<file path="src/rtl/mcyc_pkg.sv">
package mcyc_pkg;

    // Default widths and indicator length for the macrocycle timer
    localparam int unsigned MCYC_CNT_W       = 31;
    localparam int unsigned MCYC_PCNT_W      = 32;
    localparam int unsigned MCYC_LED_CYCLES  = 1_000_000;
    localparam int unsigned MCYC_SYNC_STAGES = 2;

    // External restart requests seen by the down-counter
    typedef struct packed {
        logic host;
        logic sync;
    } restart_t;

endpackage

</file>
<file path="src/rtl/mcyc_edge_detect.sv">
module mcyc_edge_detect #(
    parameter int unsigned STAGES = 2
) (
    input  logic clk,
    input  logic rst_n,
    input  logic level_i,
    output logic pulse_o
);

    localparam int unsigned SH_W = STAGES + 1;

    logic [SH_W-1:0] sh_d;
    logic [SH_W-1:0] sh_q;
    logic            cur;

    generate
        if (STAGES == 0) begin : g_direct
            // synchronous level: edge detect only
            assign cur  = level_i;
            assign sh_d = level_i;
        end else begin : g_sync
            assign cur  = sh_q[STAGES-1];
            assign sh_d = {sh_q[STAGES-1:0], level_i};
        end
    endgenerate

    always_ff @(posedge clk or negedge rst_n) begin
        if (!rst_n) sh_q <= '0;
        else        sh_q <= sh_d;
    end

    assign pulse_o = cur & ~sh_q[STAGES];

    AST_PULSE_SINGLE: assert property (@(posedge clk) disable iff (!rst_n)
        pulse_o |=> !pulse_o);

endmodule

</file>
<file path="src/rtl/mcyc_down_timer.sv">
module mcyc_down_timer
    import mcyc_pkg::*;
#(
    parameter int unsigned CNT_W = 31
) (
    input  logic             clk,
    input  logic             rst_n,
    input  logic [CNT_W-1:0] length_i,
    input  restart_t         restart_i,
    output logic [CNT_W-1:0] count_o,
    output logic             zero_p_o
);

    typedef struct packed {
        logic [CNT_W-1:0] cnt;
        logic             run;
    } tmr_t;

    tmr_t st_d;
    tmr_t st_q;
    logic reload;

    always_comb begin
        st_d     = st_q;
        zero_p_o = st_q.run && (st_q.cnt == '0);
        reload   = zero_p_o | restart_i.host | restart_i.sync;
        if (reload) begin
            st_d.cnt = length_i;
            st_d.run = 1'b1;
        end else if (st_q.run) begin
            st_d.cnt = st_q.cnt - 1'b1;
        end
    end

    always_ff @(posedge clk or negedge rst_n) begin
        if (!rst_n) st_q <= '0;
        else        st_q <= st_d;
    end

    assign count_o = st_q.cnt;

    AST_RESTART_LOADS: assert property (@(posedge clk) disable iff (!rst_n)
        (restart_i.host || restart_i.sync) |=> count_o == $past(length_i));
    AST_ZERO_RELOADS: assert property (@(posedge clk) disable iff (!rst_n)
        zero_p_o |=> count_o == $past(length_i));
    AST_DOWN_STEP: assert property (@(posedge clk) disable iff (!rst_n)
        (count_o != '0 && !restart_i.host && !restart_i.sync)
        |=> count_o == $past(count_o) - 1'b1);
    AST_IDLE_AT_ZERO: assert property (@(posedge clk) disable iff (!rst_n)
        (!zero_p_o && count_o == '0 && !restart_i.host && !restart_i.sync)
        |=> count_o == '0);

endmodule

</file>
<file path="src/rtl/mcyc_stretch.sv">
module mcyc_stretch #(
    parameter int unsigned WIDTH = 1_000_000
) (
    input  logic clk,
    input  logic rst_n,
    input  logic trig_i,
    output logic led_o
);

    localparam int unsigned CW = $clog2(WIDTH + 1);

    logic [CW-1:0] left_d;
    logic [CW-1:0] left_q;

    always_comb begin
        left_d = left_q;
        if (trig_i)              left_d = CW'(WIDTH);
        else if (left_q != '0)   left_d = left_q - 1'b1;
    end

    always_ff @(posedge clk or negedge rst_n) begin
        if (!rst_n) left_q <= '0;
        else        left_q <= left_d;
    end

    assign led_o = (left_q != '0);

    AST_STRETCH_ON: assert property (@(posedge clk) disable iff (!rst_n)
        trig_i |=> led_o);
    AST_STRETCH_FULL: assert property (@(posedge clk) disable iff (!rst_n)
        trig_i |=> left_q == CW'(WIDTH));

endmodule

</file>
<file path="src/rtl/mcyc_pulse_count.sv">
module mcyc_pulse_count #(
    parameter int unsigned W = 32
) (
    input  logic         clk,
    input  logic         rst_n,
    input  logic         inc_i,
    input  logic         clr_i,
    output logic [W-1:0] count_o
);

    logic [W-1:0] cnt_d;
    logic [W-1:0] cnt_q;

    always_comb begin
        cnt_d = cnt_q;
        if (clr_i)      cnt_d = '0;
        else if (inc_i) cnt_d = cnt_q + 1'b1; // wraps silently
    end

    always_ff @(posedge clk or negedge rst_n) begin
        if (!rst_n) cnt_q <= '0;
        else        cnt_q <= cnt_d;
    end

    assign count_o = cnt_q;

    AST_CLEAR_WINS: assert property (@(posedge clk) disable iff (!rst_n)
        clr_i |=> count_o == '0);
    AST_COUNT_STEP: assert property (@(posedge clk) disable iff (!rst_n)
        (inc_i && !clr_i) |=> count_o == $past(count_o) + 1'b1);
    AST_COUNT_HOLD: assert property (@(posedge clk) disable iff (!rst_n)
        (!inc_i && !clr_i) |=> $stable(count_o));

endmodule

</file>
<file path="src/rtl/mcyc_sync_timer.sv">
module mcyc_sync_timer
    import mcyc_pkg::*;
#(
    parameter int unsigned CNT_W       = MCYC_CNT_W,
    parameter int unsigned PCNT_W      = MCYC_PCNT_W,
    parameter int unsigned LED_CYCLES  = MCYC_LED_CYCLES,
    parameter int unsigned SYNC_STAGES = MCYC_SYNC_STAGES
) (
    input  logic              clk,
    input  logic              rst_n,
    input  logic              sync_async_i,
    input  logic [CNT_W:0]    host_ctrl_i,
    input  logic              pcnt_clr_i,
    output logic [CNT_W-1:0]  count_o,
    output logic [PCNT_W-1:0] pcnt_o,
    output logic              late_led_o,
    output logic              sync_led_o
);

    localparam int unsigned START_BIT = CNT_W;

    logic     sync_p;
    logic     start_p;
    logic     zero_p;
    restart_t restart;

    mcyc_edge_detect #(.STAGES(SYNC_STAGES)) i_sync_edge (
        .clk     (clk),
        .rst_n   (rst_n),
        .level_i (sync_async_i),
        .pulse_o (sync_p)
    );

    mcyc_edge_detect #(.STAGES(0)) i_start_edge (
        .clk     (clk),
        .rst_n   (rst_n),
        .level_i (host_ctrl_i[START_BIT]),
        .pulse_o (start_p)
    );

    assign restart.host = start_p;
    assign restart.sync = sync_p;

    mcyc_down_timer #(.CNT_W(CNT_W)) i_timer (
        .clk       (clk),
        .rst_n     (rst_n),
        .length_i  (host_ctrl_i[CNT_W-1:0]),
        .restart_i (restart),
        .count_o   (count_o),
        .zero_p_o  (zero_p)
    );

    mcyc_stretch #(.WIDTH(LED_CYCLES)) i_late_led (
        .clk    (clk),
        .rst_n  (rst_n),
        .trig_i (zero_p),
        .led_o  (late_led_o)
    );

    mcyc_stretch #(.WIDTH(LED_CYCLES)) i_sync_led (
        .clk    (clk),
        .rst_n  (rst_n),
        .trig_i (sync_p),
        .led_o  (sync_led_o)
    );

    mcyc_pulse_count #(.W(PCNT_W)) i_pcnt (
        .clk     (clk),
        .rst_n   (rst_n),
        .inc_i   (sync_p),
        .clr_i   (pcnt_clr_i),
        .count_o (pcnt_o)
    );

    AST_START_HELD_ONCE: assert property (@(posedge clk) disable iff (!rst_n)
        start_p |=> !start_p);

endmodule

</file>
<file path="config.mk">
export PLATFORM = sky130hd
export DESIGN_NAME = mcyc_sync_timer
export DESIGN_NICKNAME = d
export VERILOG_FILES = /design/src/rtl/mcyc_pkg.sv /design/src/rtl/mcyc_edge_detect.sv /design/src/rtl/mcyc_down_timer.sv /design/src/rtl/mcyc_stretch.sv /design/src/rtl/mcyc_pulse_count.sv /design/src/rtl/mcyc_sync_timer.sv
export SDC_FILE = /design/constraint.sdc
export NUM_CORES = 1
export LEC_CHECK = 0
export BUFFER_PORTS_ARGS = -buffer_cell sky130_fd_sc_hd__buf_2
export CORE_MARGIN = 8
export CORE_UTILIZATION = 35
export CTS_BUF_LIST = sky130_fd_sc_hd__clkbuf_16
export CTS_CLUSTER_DIAMETER = 150
export DETAILED_ROUTE_END_ITERATION = 16
export GPL_ROUTABILITY_DRIVEN = 0
export SKIP_CTS_REPAIR_TIMING = 1
export SLEW_MARGIN = 20
export SYNTH_ARGS = -nofsm -noshare
export SYNTH_HDL_FRONTEND = slang
export SYNTH_SLANG_ARGS = --single-unit
</file>
<file path="constraint.sdc">
create_clock -name clk -period 2.2 [get_ports clk]
set_input_delay 0.11 -clock clk [delete_from_list [all_inputs] [get_ports clk]]
set_output_delay 0.11 -clock clk [all_outputs]
set_load 0.01 [all_outputs]
</file>
==> run summary, run 1 <==
ys flop type: dfrtp_1
maximum vdd drop: 0.432 mV
Avg Inst Size Synth: 9.27 sq um
total CTS buffers: 9
Synth-to-Final Area Change: 32.4%
final worst clock skew: 0.00612 ns
Congestion Overflow GR: 0
Site Rows: 47
Setup Viol. Count Final: 45
CTS sink cnt: 108
P_leak: 3.34 nW
Die Y: 145 um
WL/cell: 15.1 um
clock-pin slew of the registers on the worst-case setup and hold paths: 0.07 ns
Sum Neg Setup Slack: -3.30 ns
vias per std cell: 4.96
status: finished, violations left
Worst EP required: 2.09 ns
layout cell share with drive strength beyond 1: 33.9%
XOR/XNOR share of the synthesized area: 13.0%
Final period util: 113%
r2r startpoint: i_sync_led.left_q[1]
Core Area: 0.0165 sq mm
FF-to-FF setup slack: -0.25 ns
router iterations before antenna repair: 4
Simple-Gate Fraction of Synth Area: 23.6%
vias in the first global route: 5018
WHS: -0.0112 ns
hold_sp: host_ctrl_i[24]
most frequent CP cell: inv_2
via count: 4961
Buffers on Ports: 100
IO Pins: 101
maximum fanout along the worst path: 4
sequential cell area: 0.00270 sq mm
number of synthesized flops with an enable pin: 0
clock tree buffer depth: 2
fin nets: 818
die area: 0.0211 sq mm
Synth area leaders: dfrtp_1 46%, xnor2_1 6.9%, xor2_1 6.1%
crit start category: flip-flop
Crit Path Category: flip-flop to output pin
Yosys top cell by area: dfrtp_1
synthesized cell area: 0.00584 sq mm
arrival time of the worst setup path: 2.38 ns
Mapped Cells: 630
DRC: 0
Seq cells post-synth: 108
top-area cell type share of the netlist area: 46.3%
cells along the critical path: inv_2 > ha_4 > or4b_4 > or4_4 > buf_8 > nor2_4 > inv_2 > buf_6
initial antenna violation count: 0
Fillers: 1561
Clock Latency Late Sink: 0.35 ns
RSZ-0062 raised after global routing: yes
most frequent cell after synthesis: dfrtp_1
H-Tree Depth: 3
worst hold endpoint: i_timer.count_o[24]
Worst Tran Pin Value: 0.560 ns
Synth Area in Compound Gates: 8.98%
Starting Density: 35.5%
main combinational cell family by area after synthesis: simple AND/OR/NAND/NOR gates
initial DRC count: 264
total power: 6.22 mW
Max Cap Violations: 0
Die W: 145 um
ys async rst share: 100%
pin count of the biggest net entering global routing: 52
max incr delay on CP: 0.54 ns
Antenna diodes: 0
Worst Hold Class: input pin to flip-flop
timing-limited maximum frequency: 0.402 GHz
Antenna Nets Post-Route: 0
first-pass GRT wire length: 24900 um
CTS root buf: clkbuf_16
mux share of post-synthesis cell area: 0%
r2r endpoint: i_sync_led.left_q[17]
PD cells: 804 mW/mm^2
Ys Warns: 0
library cells used by synthesis: 47
worst reg2reg path depth: 9
crit end category: output pin
adder-cell share of the synthesized area: 1.29%
Post-Syn Nets: 672
HPWL Detailed: 10600 um
sequential share of the synthesized area: 46.3%
Commonest cells post-synth: 108 x dfrtp_1, 79 x nor2_1, 68 x o21ai_0
final worst slack: -0.288 ns
Slew Limit Headroom: 61.7%
critical path's slowest cell: or4_4
CTS tree: done
Tmin final: 2.49 ns
footprint of the multi-input gates: 0.00303 sq mm
violated checks: hold timing, setup timing
Final Hold Viols: 2
Routed WL: 15100 um
Total GRT Usage: 14.1%
Hold Crit Depth: 3
fin. max-slew vios: 0
[how the worst max path moves through the flow]
stage,depth (start not counted),endpoint,from
after floorplan,7,i_timer.count_o[0],i_timer.count_o[15]
after global placement,6,i_timer.count_o[22],i_timer.count_o[17]
after detailed placement,6,i_timer.count_o[11],i_timer.count_o[17]
after CTS,8,sync_led_o,i_sync_led.left_q[1]
after global routing,8,sync_led_o,i_sync_led.left_q[1]
final,8,sync_led_o,i_sync_led.left_q[1]
[critical path: cells and delay by family, from the launching register on]
| kind | cells | cell delay (ns) |
|---|---|---|
| flops | 1 | 0.39 |
| buf+inv | 4 | 0.40 |
| simple gates | 3 | 1.12 |
| fa+ha+maj | 1 | 0.12 |
[through the flow]
| stage | utilization [%] | worst slack (ns) | instances | instance area (sq um) |
|---|---|---|---|---|
| final | 46.9 | -0.288 | 1001 | 7730 |
| after floorplan | - | -0.163 | 630 | 5950 |
| after global placement | 42.2 | -0.108 | 968 | 6940 |
| after detailed placement | 42.2 | -0.179 | 968 | 6940 |
| after global routing | 46.9 | -0.363 | 1001 | 7730 |
| after CTS | 44.1 | -0.443 | 984 | 7250 |
[cell usage in the layout, fill, tap and decap left out, drive strengths merged, types with 17 or more instances in the layout]
master,Yosys,final
inv,15,17
dfrtp,108,108
nor2,79,79
nand3,27,27
nor3,29,29
nand2,31,31
o21ai,71,71
nor4,20,20
buf,36,186
xor2,41,41
xnor2,46,46
[layout make-up]
type,count,share of cell area (%)
inverter,15,0.728
multi-input combinational,450,39.2
clock inverter,7,1.08
clock buffer,9,2.91
tap,220,3.56
timing repair buffer,192,17.5
sequential,108,35.0
[state kept, by name (all words and copies together), names as in the netlist]
| signal | cells |
|---|---|
| i_sync_led.left_q | 20 |
| i_start_edge.sh_q | 1 |
| i_late_led.left_q | 20 |
| i_timer.count_o | 31 |
| i_pcnt.count_o | 32 |
| i_sync_edge.sh_q | 3 |
| i_timer.st_q | 1 |
[routing by layer]
layer	vias up	wire length (um)	track usage, %
met5	-	0	0
met4	0	182	3.96
met3	19	755	3.48
met2	100	7020	22.9
met1	2373	7160	18.3
li1	2469	-	-
[cell families (layout without fill, tap and decap cells)]
family | after synthesis | in the layout
and+or+nand+nor | 262 | 262
DFF | 108 | 108
AOI/OAI and AO/OA | 95 | 95
xor gates and xnor gates | 87 | 87
buffers and inverters | 72 | 223
adders and majority gates | 6 | 6
[where the power goes]
group	leakage (nW)	internal, mW	total [mW]	switching, mW
Clock	0.155	0.985	1.71	0.728
Sequential	1.37	2.31	2.66	0.344
Combinational	1.82	0.916	1.85	0.929
No activity file was read; power rests on OpenSTA's default activity.
==> run 2, diff against run 1 <==
--- a/config.mk
+++ b/config.mk
@@ -16,4 +16,5 @@
 export SLEW_MARGIN = 20
 export SYNTH_ARGS = -nofsm -noshare
 export SYNTH_HDL_FRONTEND = slang
+export SYNTH_HIERARCHICAL = 1
 export SYNTH_SLANG_ARGS = --single-unit
==> run summary, run 2 <==
top sig layer: met4
Mapped Cells: 631
violated checks: setup timing
final worst slack: -0.225 ns
ys flop type: dfrtp_1
total CTS buffers: 9
Synth area leaders: dfrtp_1 42%, mux2_4 6.3%, buf_4 4.1%
Max Cap Violations: 0
P_leak: 3.91 nW
WL/cell: 15.4 um
crit start category: flip-flop
most common cell after layout, fill and taps aside: dfrtp_1
CTS sink cnt: 108
Die W: 152 um
Final Hold Viols: 0
Final period util: 110%
Commonest cells post-synth: 108 x dfrtp_1, 56 x nor2_1, 35 x buf_4
top-area cell type share of the netlist area: 41.7%
Total GRT Usage: 13.4%
DRC: 0
Seq cells post-synth: 108
Clock Latency Late Sink: 0.35 ns
Setup Viol. Count Final: 50
maximum vdd drop: 0.430 mV
DRT met1 WL: 7650 um
H-Tree Depth: 3
Antenna Nets Post-Route: 0
Layout Cells excl Fill: 1055
Synth-to-Final Area Change: 31.6%
Tmin final: 2.42 ns
cell family with most CP delay: simple AND/OR/NAND/NOR gates
CTS root buf: clkbuf_16
pin count of the biggest net entering global routing: 109
RSZ-0062 raised after global routing: yes
via count: 5445
total power: 6.31 mW
fin. max-slew vios: 0
layout cell share with drive strength beyond 1: 37.2%
library cells used by synthesis: 61
Post-Syn Nets: 673
Placed Cells: 996
timing-limited maximum frequency: 0.412 GHz
most frequent cells in the layout: 108 x dfrtp_1, 99 x buf_2, 96 x buf_4
vias in the first global route: 5209
status: finished, violations left
Worst Tran Pin Value: 0.710 ns
CP startpoint: i_timer/count_o[15]
synthesized cell area: 0.00649 sq mm
CTS tree: done
Starting Density: 35.9%
met3 WL: 645 um
fin nets: 864
most frequent cell after synthesis: dfrtp_1
r2r startpoint: i_timer/count_o[15]
HPWL Detailed: 11300 um
critical path's slowest cell: or3_4
IO Pins: 101
hold_sp: host_ctrl_i[15]
Avg Inst Size Synth: 10.3 sq um
Yosys top cell by area: dfrtp_1
initial antenna violation count: 0
final worst clock skew: 0.00914 ns
Ys Warns: 6
Site Rows: 49
initial DRC count: 271
Congestion Overflow GR: 0
sequential share of the synthesized area: 41.7%
router iterations before antenna repair: 4
Routed WL: 16300 um
Slew Limit Headroom: 51.4%
Antenna diodes: 0
max reg flops: 32
number of synthesized flops with an enable pin: 0
Buffers on Ports: 100
arrival time of the worst setup path: 2.66 ns
PD cells: 740 mW/mm^2
max incr delay on CP: 0.43 ns
die area: 0.0231 sq mm
Die Y: 152 um
crit end category: flip-flop
maximum fanout along the worst path: 7
cells along the critical path: nor4_4 > buf_4 > nand4_1 > or3_4 > buf_6 > nor4_4 > buf_6 > clkbuf_16 > nor2b_1 > mux2_4
Crit Path Category: flip-flop to flip-flop
clock-pin slew of the registers on the worst-case setup and hold paths: 0.08 ns
Worst EP required: 2.44 ns
vias per std cell: 5.16
DR WL met2: 7840 um
Core Area: 0.0181 sq mm
first-pass GRT wire length: 26000 um
Bufs and invs on worst path: 4
Worst Hold Class: input pin to flip-flop
ys async rst share: 100%
clock tree buffer depth: 2
[run 2: cell types whose count changed after synthesis, sizes merged, moves of 16 or more]
| cell | change |
|---|---|
| xor2 | -19 |
| a21oi | +26 |
| mux2 | +45 |
| nor2 | -23 |
| xnor2 | -31 |
| o21ai | -49 |
| nand3 | -16 |
| nor2b | +25 |
[run 2: layout make-up]
cell class,instances,area [sq um]
fill,1660,9550
multi-input combinational,452,3490
sequential,108,2700
timing repair buffer,237,1720
tap,229,287
clock buffer,9,225
clock inverter,6,57.6
inverter,14,52.6
[run 2: cells by family after synthesis]
logic type,synth area share [%]
mux,11.2
buf+inv,6.60
simple gates,24.7
flops,41.7
compound gates,9.63
fa+ha+maj,1.16
xor+xnor,5.00
[run 2: stage by stage]
stage	hold slack, ns	instance area (sq um)	setup TNS, ns	util, %	setup slack, ns
after floorplan	-0.186	6600	-12.98	-	-0.308
after global placement	0.239	7710	-12.45	42.6	-0.289
after detailed placement	0.230	7710	-14.38	42.6	-0.334
after CTS	-0.152	7990	-15.19	44.2	-0.342
after global routing	0.00258	8540	-14.01	47.2	-0.329
final	0.0143	8540	-9.04	47.2	-0.225
[run 2: report_power, final]
part / internal, mW / switching [mW]
Sequential: 2.20 / 0.214
Clock: 0.791 / 0.798
Combinational: 1.28 / 1.03
[run 2: path summary, 6_finish.rpt]
path,to,slack (ns),cells after the start
worst max-delay path,i_late_led/left_q[12],-0.22,10
worst min-delay path,i_timer/count_o[15],0.01,2
worst max register to register,i_late_led/left_q[12],-0.22,10
worst min register to register,i_sync_edge/sh_q[1],0.35,0
max in group asynchronous,i_timer/count_o[13],1.39,3
min in group asynchronous,i_sync_led/left_q[2],0.37,3
[run 2: routing by layer]
layer | GRT usage, % | vias to the layer above
met1 | 17.3 | 2671
met4 | 3.62 | 0
met3 | 3.06 | 7
met5 | 0 | -
li1 | - | 2660
met2 | 22.2 | 107
